--- config.mk ---
export PLATFORM = sky130hd
export DESIGN_NAME = conv_enc_r12
export DESIGN_NICKNAME = d
export VERILOG_FILES = /design/src/rtl/cenc_pkg.sv /design/src/rtl/cenc_shift.sv /design/src/rtl/cenc_parity.sv /design/src/rtl/cenc_flush.sv /design/src/rtl/conv_enc_r12.sv
export SDC_FILE = /design/constraint.sdc
export NUM_CORES = 1
export LEC_CHECK = 0
export BUFFER_PORTS_ARGS = -buffer_cell sky130_fd_sc_hd__buf_2
export CORE_AREA = 3 3 40 42
export DETAILED_ROUTE_END_ITERATION = 8
export DIE_AREA = 0 0 43 45
export GPL_TIMING_DRIVEN = 1
export HOLD_SLACK_MARGIN = 0.12
export SLEW_MARGIN = 30
export SYNTH_ARGS = -nofsm -noshare
export SYNTH_HDL_FRONTEND = slang
export SYNTH_SLANG_ARGS = --single-unit
--- constraint.sdc ---
create_clock -name clk -period 3.2 [get_ports clk]
set_input_delay 0.48 -clock clk [delete_from_list [all_inputs] [get_ports clk]]
set_output_delay 0.48 -clock clk [all_outputs]
set_load 0.005 [all_outputs]
--- src/rtl/cenc_pkg.sv ---
package cenc_pkg;
   localparam int CENC_MEM  = 2;
   localparam int CENC_K    = CENC_MEM + 1;
   localparam int CENC_OUTS = 2;
   // tap vector order: bit K-1 = current bit, bit 1 = D1, bit 0 = D2
   localparam logic [CENC_K-1:0] CENC_G_HI = 3'b111;
   localparam logic [CENC_K-1:0] CENC_G_LO = 3'b101;
   localparam logic [CENC_OUTS*CENC_K-1:0] CENC_TAPS = {CENC_G_HI, CENC_G_LO};
endpackage

--- src/rtl/cenc_shift.sv ---
module cenc_shift #(
   parameter int MEM = 2
) (
   input  logic           clk,
   input  logic           rst_n,
   input  logic           clr,
   input  logic           adv,
   input  logic           x,
   output logic [MEM-1:0] st
);
   generate
      if (MEM < 1) begin : g_bad_mem
         $error("cenc_shift: MEM must be at least 1");
      end
   endgenerate

   // st[MEM-1] is the newest stored bit (D1), st[0] the oldest (D2)
   always_ff @(posedge clk) begin
      if (!rst_n || clr) begin
         st <= '0;
      end else if (adv) begin
         if (MEM == 1) st <= x;
         else          st <= {x, st[MEM-1:1]};
      end
   end

   AST_SHIFT_TAKES_X: assert property (@(posedge clk) disable iff (!rst_n)
      (adv && !clr) |=> (st[MEM-1] == $past(x)));
   AST_HOLD_NO_STEP: assert property (@(posedge clk) disable iff (!rst_n)
      (!adv && !clr) |=> $stable(st));
   AST_CLEAR_EMPTIES: assert property (@(posedge clk) disable iff (!rst_n)
      clr |=> (st == '0));
endmodule

--- src/rtl/cenc_parity.sv ---
module cenc_parity #(
   parameter int K    = 3,
   parameter int OUTS = 2,
   parameter logic [OUTS*K-1:0] TAPS = 6'b111101
) (
   input  logic [K-1:0]    vec,
   output logic [OUTS-1:0] code
);
   generate
      for (genvar j = 0; j < OUTS; j++) begin : g_out
         if (TAPS[j*K + K-1] != 1'b1) begin : g_bad_tap
            $error("cenc_parity: every generator must tap the current bit");
         end
         assign code[j] = ^(vec & TAPS[j*K +: K]);
      end
   endgenerate
endmodule

--- src/rtl/cenc_flush.sv ---
module cenc_flush #(
   parameter bit FLUSH_EN = 1'b1,
   parameter int LEN      = 2,
   localparam int CW      = $clog2(LEN + 1)
) (
   input  logic          clk,
   input  logic          rst_n,
   input  logic          clr,
   input  logic          req,
   input  logic          take,
   output logic          busy,
   output logic [CW-1:0] left
);
   generate
      if (FLUSH_EN) begin : g_flush
         logic [CW-1:0] cnt;
         always_ff @(posedge clk) begin
            if (!rst_n || clr) begin
               cnt <= '0;
            end else if (cnt == '0) begin
               if (req) cnt <= CW'(LEN);
            end else if (take) begin
               cnt <= cnt - 1'b1;
            end
         end
         assign left = cnt;
         assign busy = (cnt != '0);

         AST_FLUSH_NOT_RETRIGGER: assert property (@(posedge clk) disable iff (!rst_n)
            (busy && !take && !clr) |=> $stable(cnt));
      end else begin : g_noflush
         assign left = '0;
         assign busy = 1'b0;
      end
   endgenerate
endmodule

--- src/rtl/conv_enc_r12.sv ---
module conv_enc_r12
   import cenc_pkg::*;
#(
   parameter bit FLUSH_EN = 1'b1
) (
   input  logic       clk,
   input  logic       rst_n,
   input  logic       clr,
   input  logic       flush_req,
   input  logic       in_valid,
   output logic       in_ready,
   input  logic       in_bit,
   output logic       out_valid,
   input  logic       out_ready,
   output logic [1:0] out_code
);
   localparam int FCW = $clog2(CENC_MEM + 1);

   generate
      if (CENC_OUTS != 2) begin : g_bad_outs
         $error("conv_enc_r12: rate one-half needs two outputs");
      end
   endgenerate

   logic                flushing;
   logic [FCW-1:0]      flush_left;
   logic                step;
   logic                x_eff;
   logic [CENC_MEM-1:0] st;

   assign out_valid = !clr && (flushing || in_valid);
   assign in_ready  = !clr && !flushing && out_ready;
   assign step      = out_valid && out_ready;
   assign x_eff     = flushing ? 1'b0 : in_bit;

   cenc_flush #(.FLUSH_EN(FLUSH_EN), .LEN(CENC_MEM)) u_flush (
      .clk(clk), .rst_n(rst_n), .clr(clr), .req(flush_req),
      .take(step), .busy(flushing), .left(flush_left)
   );

   cenc_shift #(.MEM(CENC_MEM)) u_shift (
      .clk(clk), .rst_n(rst_n), .clr(clr), .adv(step), .x(x_eff), .st(st)
   );

   cenc_parity #(.K(CENC_K), .OUTS(CENC_OUTS), .TAPS(CENC_TAPS)) u_par (
      .vec({x_eff, st}), .code(out_code)
   );

   AST_FLUSH_BLOCKS_INPUT: assert property (@(posedge clk) disable iff (!rst_n)
      flushing |-> (!in_ready && out_valid == !clr));
   AST_FLUSH_ENDS_ZERO: assert property (@(posedge clk) disable iff (!rst_n)
      (flush_left == FCW'(1) && step && !clr) |=> (st == '0 && !flushing));
   AST_CLEAR_QUIET: assert property (@(posedge clk) disable iff (!rst_n)
      clr |-> (!out_valid && !in_ready));
   AST_READY_NEEDS_SINK: assert property (@(posedge clk) disable iff (!rst_n)
      in_ready |-> (out_ready && in_valid == out_valid));
endmodule

=== Yosys cells after proc, flatten, opt, wreduce, memory -nomap -nowiden ===
Cells that the tools add are included.

* Flip-flop bits (word level): 4
* Logic and storage cells: 23
* Output and inout bits: 4
* ROM bits: 0
* Memory bits (writable): 0
* Latch bits: 0
* Memories kept: 0

* Bitwise operators: 0
* Multiply operators: 0
* Div/mod/pow operators: 0
* $lt $le $gt $ge: 0
* Multiplexer cells: 4
* Shift operators: 0
* Equal/unequal tests: 1
* $add $sub $neg: 1
* Reductions and logical operators: 15

{| class="wikitable"
|+ Operators by type and width
! cell !! count
|-
| 2-bit 2-to-1 mux || 3
|-
| 3-bit parity || 2
|-
| 1-bit logical AND || 4
|-
| 2-bit nonzero test || 2
|-
| 1-bit logical NOT || 3
|-
| 2-bit logical NOT || 1
|-
| 1-bit logical OR || 2
|-
| 2-bit inequality test, second input constant || 1
|-
| 2-bit AND reduction || 1
|-
| 2-bit by 1-bit subtractor with 2-bit output, second input constant || 1
|-
| 1-bit 2-to-1 mux || 1
|}

=== Logic depth before layout (Yosys ltp) ===
* Depth after elaboration: 6
* Depth in mapped cells: 5
* Mapped depth without buffers: 5

=== By module ===
From an unflattened synthesis, not the netlist that was laid out.

* Cells, all modules: 29
* Area total of the unflattened synthesis: 279.0 um2

{| class="wikitable"
|+ By module, submodules not included
! module !! area each (um2) !! cells an instance !! times used
|-
| cenc_flush || 137.6 || 14 || 1
|-
| cenc_shift || 73.8 || 7 || 1
|-
| conv_enc_r12 || 35.0 || 6 || 1
|-
| cenc_parity || 32.5 || 2 || 1
|}

=== Worst setup path after synthesis ===
Ideal clock, no wire load.

* Kind: register to output
* From: register u_flush.g_flush.cnt[0] (netlist: u_flush.left[0])
* To: output port out_code[1]
* Path buffers: 0
* Cell stages (with the launch flop): 6
* Arrival time: 1.074 ns
* Setup slack: 1.646 ns
* Cell sequence: dfxtp_1 > inv_1 > ha_1 > nand2_1 > xnor2_1 > xor2_1

* Word-level cells in the longest chain between the ends: 3

{| class="wikitable"
|+ RTL lines
! element !! RTL line !! text
|-
| start, declared || cenc_flush.sv:16 || <nowiki>logic [CW-1:0] cnt;</nowiki>
|-
| start signal, assigned || cenc_flush.sv:21 || <nowiki>if (req) cnt <= CW'(LEN);</nowiki>
|-
| start signal, assigned || cenc_flush.sv:23 || <nowiki>cnt <= cnt - 1'b1;</nowiki>
|-
| 2-bit nonzero test || cenc_flush.sv:27 || <nowiki>assign busy = (cnt != '0);</nowiki>
|-
| 1-bit 2-to-1 mux || conv_enc_r12.sv:34 || <nowiki>assign x_eff = flushing ? 1'b0 : in_bit;</nowiki>
|-
| 3-bit parity || cenc_parity.sv:14 || <nowiki>assign code[j] = ^(vec & TAPS[j*K +: K]);</nowiki>
|-
| end, declared || conv_enc_r12.sv:15 || <nowiki>output logic [1:0] out_code</nowiki>
|}

Every way passes these cells.

=== Worst setup path in the final report ===
Ends and elaborated chain as after synthesis.

==> impl_results.rst <==
.. list-table::
   :header-rows: 1

   * - Metric
     - Value
   * - Resize count post-CTS
     - 0
   * - Core Rows
     - 13
   * - Filler cell count in the final layout
     - ~150
   * - Data arrival time of the worst path
     - 1.40 ns
   * - Cell area after synthesis
     - 251 um2
   * - RePlAce Congestion
     - 0.755
   * - Largest fanout of any net on the critical path
     - 6
   * - Hold path startpoint
     - u_flush.left[0]
   * - Period utilisation layout
     - 0.588
   * - Number of enable flip-flop cells after synthesis
     - 0
   * - CTS Hold Bufs
     - 0
   * - Cell count after placement
     - 56
   * - Worst setup startpoint
     - u_flush.left[0]
   * - Sequential-to-total area share from yosys stat
     - 0.318
   * - Run status
     - completed
   * - Launch point of the worst reg-to-reg path
     - u_flush.left[1]
   * - H-tree depth
     - 1
   * - Critical path data required time
     - 2.72 ns
   * - Maximum number of pins on one net before global-route repair
     - 7
   * - Final worst path period need
     - 1.88 ns
   * - Sum of net half-perimeters after detailed placement
     - 431 um
   * - DIE AREA
     - 1940 um2
   * - Number of clock sinks
     - 4
   * - TritonCTS clock tree
     - built
   * - Number of nets produced by synthesis
     - 40
   * - Destination of the worst hold path
     - u_flush.left[0]
   * - Layout Cell Area excl Fill
     - 343 um2
   * - #FFs+latches synth
     - 4
   * - Power density over the cells
     - between 300 and 400 nW/um2
   * - Slew HR
     - 0.849
   * - Final Non-Filler Cells
     - 59
   * - Total CTS buffers
     - 3
   * - Deepest clock path buffer count
     - 2
   * - Fin. max-slew vios
     - 0
   * - Post-synth top area share
     - 0.318
   * - Synth top area cells
     - sky130_fd_sc_hd__dfxtp_1, sky130_fd_sc_hd__ha_1, sky130_fd_sc_hd__a21oi_1, sky130_fd_sc_hd__inv_1, sky130_fd_sc_hd__nand2_1
   * - Accumulated negative setup slack
     - 0 ns
   * - Clock transition at path regs
     - 0.03 ns
   * - Type of the worst setup path
     - reg -> out
   * - # DRC
     - 0
   * - Element type at the critical path end
     - output port
   * - Register-to-Register Path Depth
     - 5
   * - Count of unique library cells instantiated by Yosys
     - 18
   * - Area growth from synthesis to layout
     - 36.3%
   * - Hold Path Cell Cnt
     - 2
   * - Length of the first detailed-routing pass in iterations
     - 4
   * - Max-cap violations
     - 0
   * - Top achievable clock speed
     - 531 MHz
   * - Endpoint of the worst-slack reg-to-reg timing path
     - u_flush.left[0]
   * - Ratio of cells with drive above 1 in the final layout
     - 0.341
   * - Most frequent cells after synthesis
     - sky130_fd_sc_hd__dfxtp_1, sky130_fd_sc_hd__a21oi_1, sky130_fd_sc_hd__inv_1, sky130_fd_sc_hd__nand2_1
   * - Total wire length after detailed routing
     - 517 um
   * - Worst voltage drop across the vdd grid
     - 0.169 mV
   * - Antenna viol nets, final
     - 0
   * - Via total after detailed routing
     - 251
   * - RSZ-0062 raised after global routing
     - false
   * - Worst-skew pair later-pin latency
     - about 0.23 ns
   * - Primary flip-flop cell chosen by synthesis mapping
     - sky130_fd_sc_hd__dfxtp_1
   * - Yosys Warn Count
     - 0
   * - Width of the chip
     - 43 um
   * - Number of antenna cells inserted
     - 0
   * - Total GRT Usage
     - 0.0658
   * - Initial DRC count
     - 3
   * - Crit start category
     - flip-flop
   * - Static Leakage
     - roughly 0.15 nW
   * - Total grt overflow
     - 0
   * - Mean instance size in the synthesized netlist
     - 8.11 um2
   * - Setup fix buffers added after clock tree synthesis
     - 0
   * - Boundary pin count
     - 11
   * - Skew final
     - 0.00322 ns
   * - Core area
     - 1280 um2
   * - Detail-routed via count per cell
     - 4.25
   * - Via count of the first global-routing pass
     - 242
   * - Synth async-reset ratio
     - 0
   * - Reg-to-reg setup timing slack
     - between 1.5 and 2 ns
   * - Worst slack on hold paths
     - 0.468 ns
   * - Worst Tran Pin Value
     - 0.226 ns
   * - Post-Synthesis Cells
     - 31
   * - Number of hold-slack violations in the final timing report
     - 0
   * - Top-count cell post-synth
     - sky130_fd_sc_hd__dfxtp_1
   * - Per-cell routed wire length
     - 8.76 um
   * - Net count, final
     - 55
   * - Cell type with the highest aggregate area in the netlist
     - sky130_fd_sc_hd__dfxtp_1
   * - Vertical die dimension
     - between 40 and 50 um
   * - Global-route wire length before repair
     - 917 um
   * - Cell area after placement
     - 320 um2
   * - Kind of path behind the tightest hold check
     - reg -> reg
   * - Number of endpoints failing setup at the final stage
     - 0
   * - Initial core utilization
     - 0.196
   * - Number of antenna violations at the first check in global routing
     - 0
   * - Root buffer cell
     - sky130_fd_sc_hd__clkbuf_4
   * - IO buf count
     - 10
==> cell type report <==
cell class	count	area, um2	area share
multi-input combinational	24	160	0.467
sequential	4	80.1	0.234
timing repair buffer	10	50.0	0.146
clock buffer	3	22.5	0.0657
tap	15	18.8	0.0547
inverter	3	11.3	0.0328
==> sequential cells by signal (all words and copies together), names as in the netlist <==
register	cells
u_flush.left	2
u_shift.st	2
==> layout by cell type, fill, tap and decap left out, drive strengths merged, types with 2 or more instances in the layout <==
master and n:
nand2 3, nand3 2, clkbuf 3, ha 2, nor2 2, o21ai 2
dfxtp 4, buf 10, a21oi 4, inv 3
==> metal layers <==
layer	up-vias	track usage	wire length (um)
li1	132	-	-
met1	111	0.0676	238
met2	8	0.102	234
met3	0	0.0438	44
met4	0	0.0361	0
met5	-	0	0
==> cells by family after synthesis <==
family	count (synthesis)	share of synthesized area
AO/OA/AOI/OAI	8	0.204
XOR/XNOR	2	0.0697
adder cells (fa/ha/maj)	2	0.0995
buffers and inverters	3	0.0448
flip-flops	4	0.318
AND/OR/NAND/NOR	12	0.264
==> where the power goes <==
group	internal [mW]	switching [mW]	total (mW)
Combinational	0.0118	0.0120	0.0238
Clock	0.0418	0.0185	0.0603
Sequential	0.0514	0.000877	0.0522
==> stage by stage <==
stage | setup WS [ns] | power (mW) | util
3_3_place_gp | 1.55 | 0.0766 | 0.249
5_1_grt | 1.18 | 0.146 | 0.267
6_report | 1.32 | 0.136 | 0.267
3_5_place_dp | 1.54 | 0.0770 | 0.249
4_1_cts | 1.29 | 0.141 | 0.267
2_1_floorplan | 1.65 | 0.0665 | -
==> worst max path at each step <==
stage / slack (ns) / cells after the start / endpoint
final: 1.32 / 6 / out_code[1]
after global routing: 1.18 / 6 / out_code[1]
after CTS: 1.29 / 6 / out_code[1]
after detailed placement: 1.54 / 6 / out_code[1]
after global placement: 1.55 / 6 / out_code[1]
after floorplan: 1.65 / 5 / out_code[1]
==> worst max-delay path: stages (launching register included) <==
cell and delay [ns]:
sky130_fd_sc_hd__dfxtp_1 0.30, sky130_fd_sc_hd__inv_1 0.07, sky130_fd_sc_hd__ha_1 0.25, sky130_fd_sc_hd__nand2_1 0.09, sky130_fd_sc_hd__xnor2_1 0.20, sky130_fd_sc_hd__xor2_1 0.15
sky130_fd_sc_hd__buf_2 0.12
No activity file was read; power rests on OpenSTA's default activity.
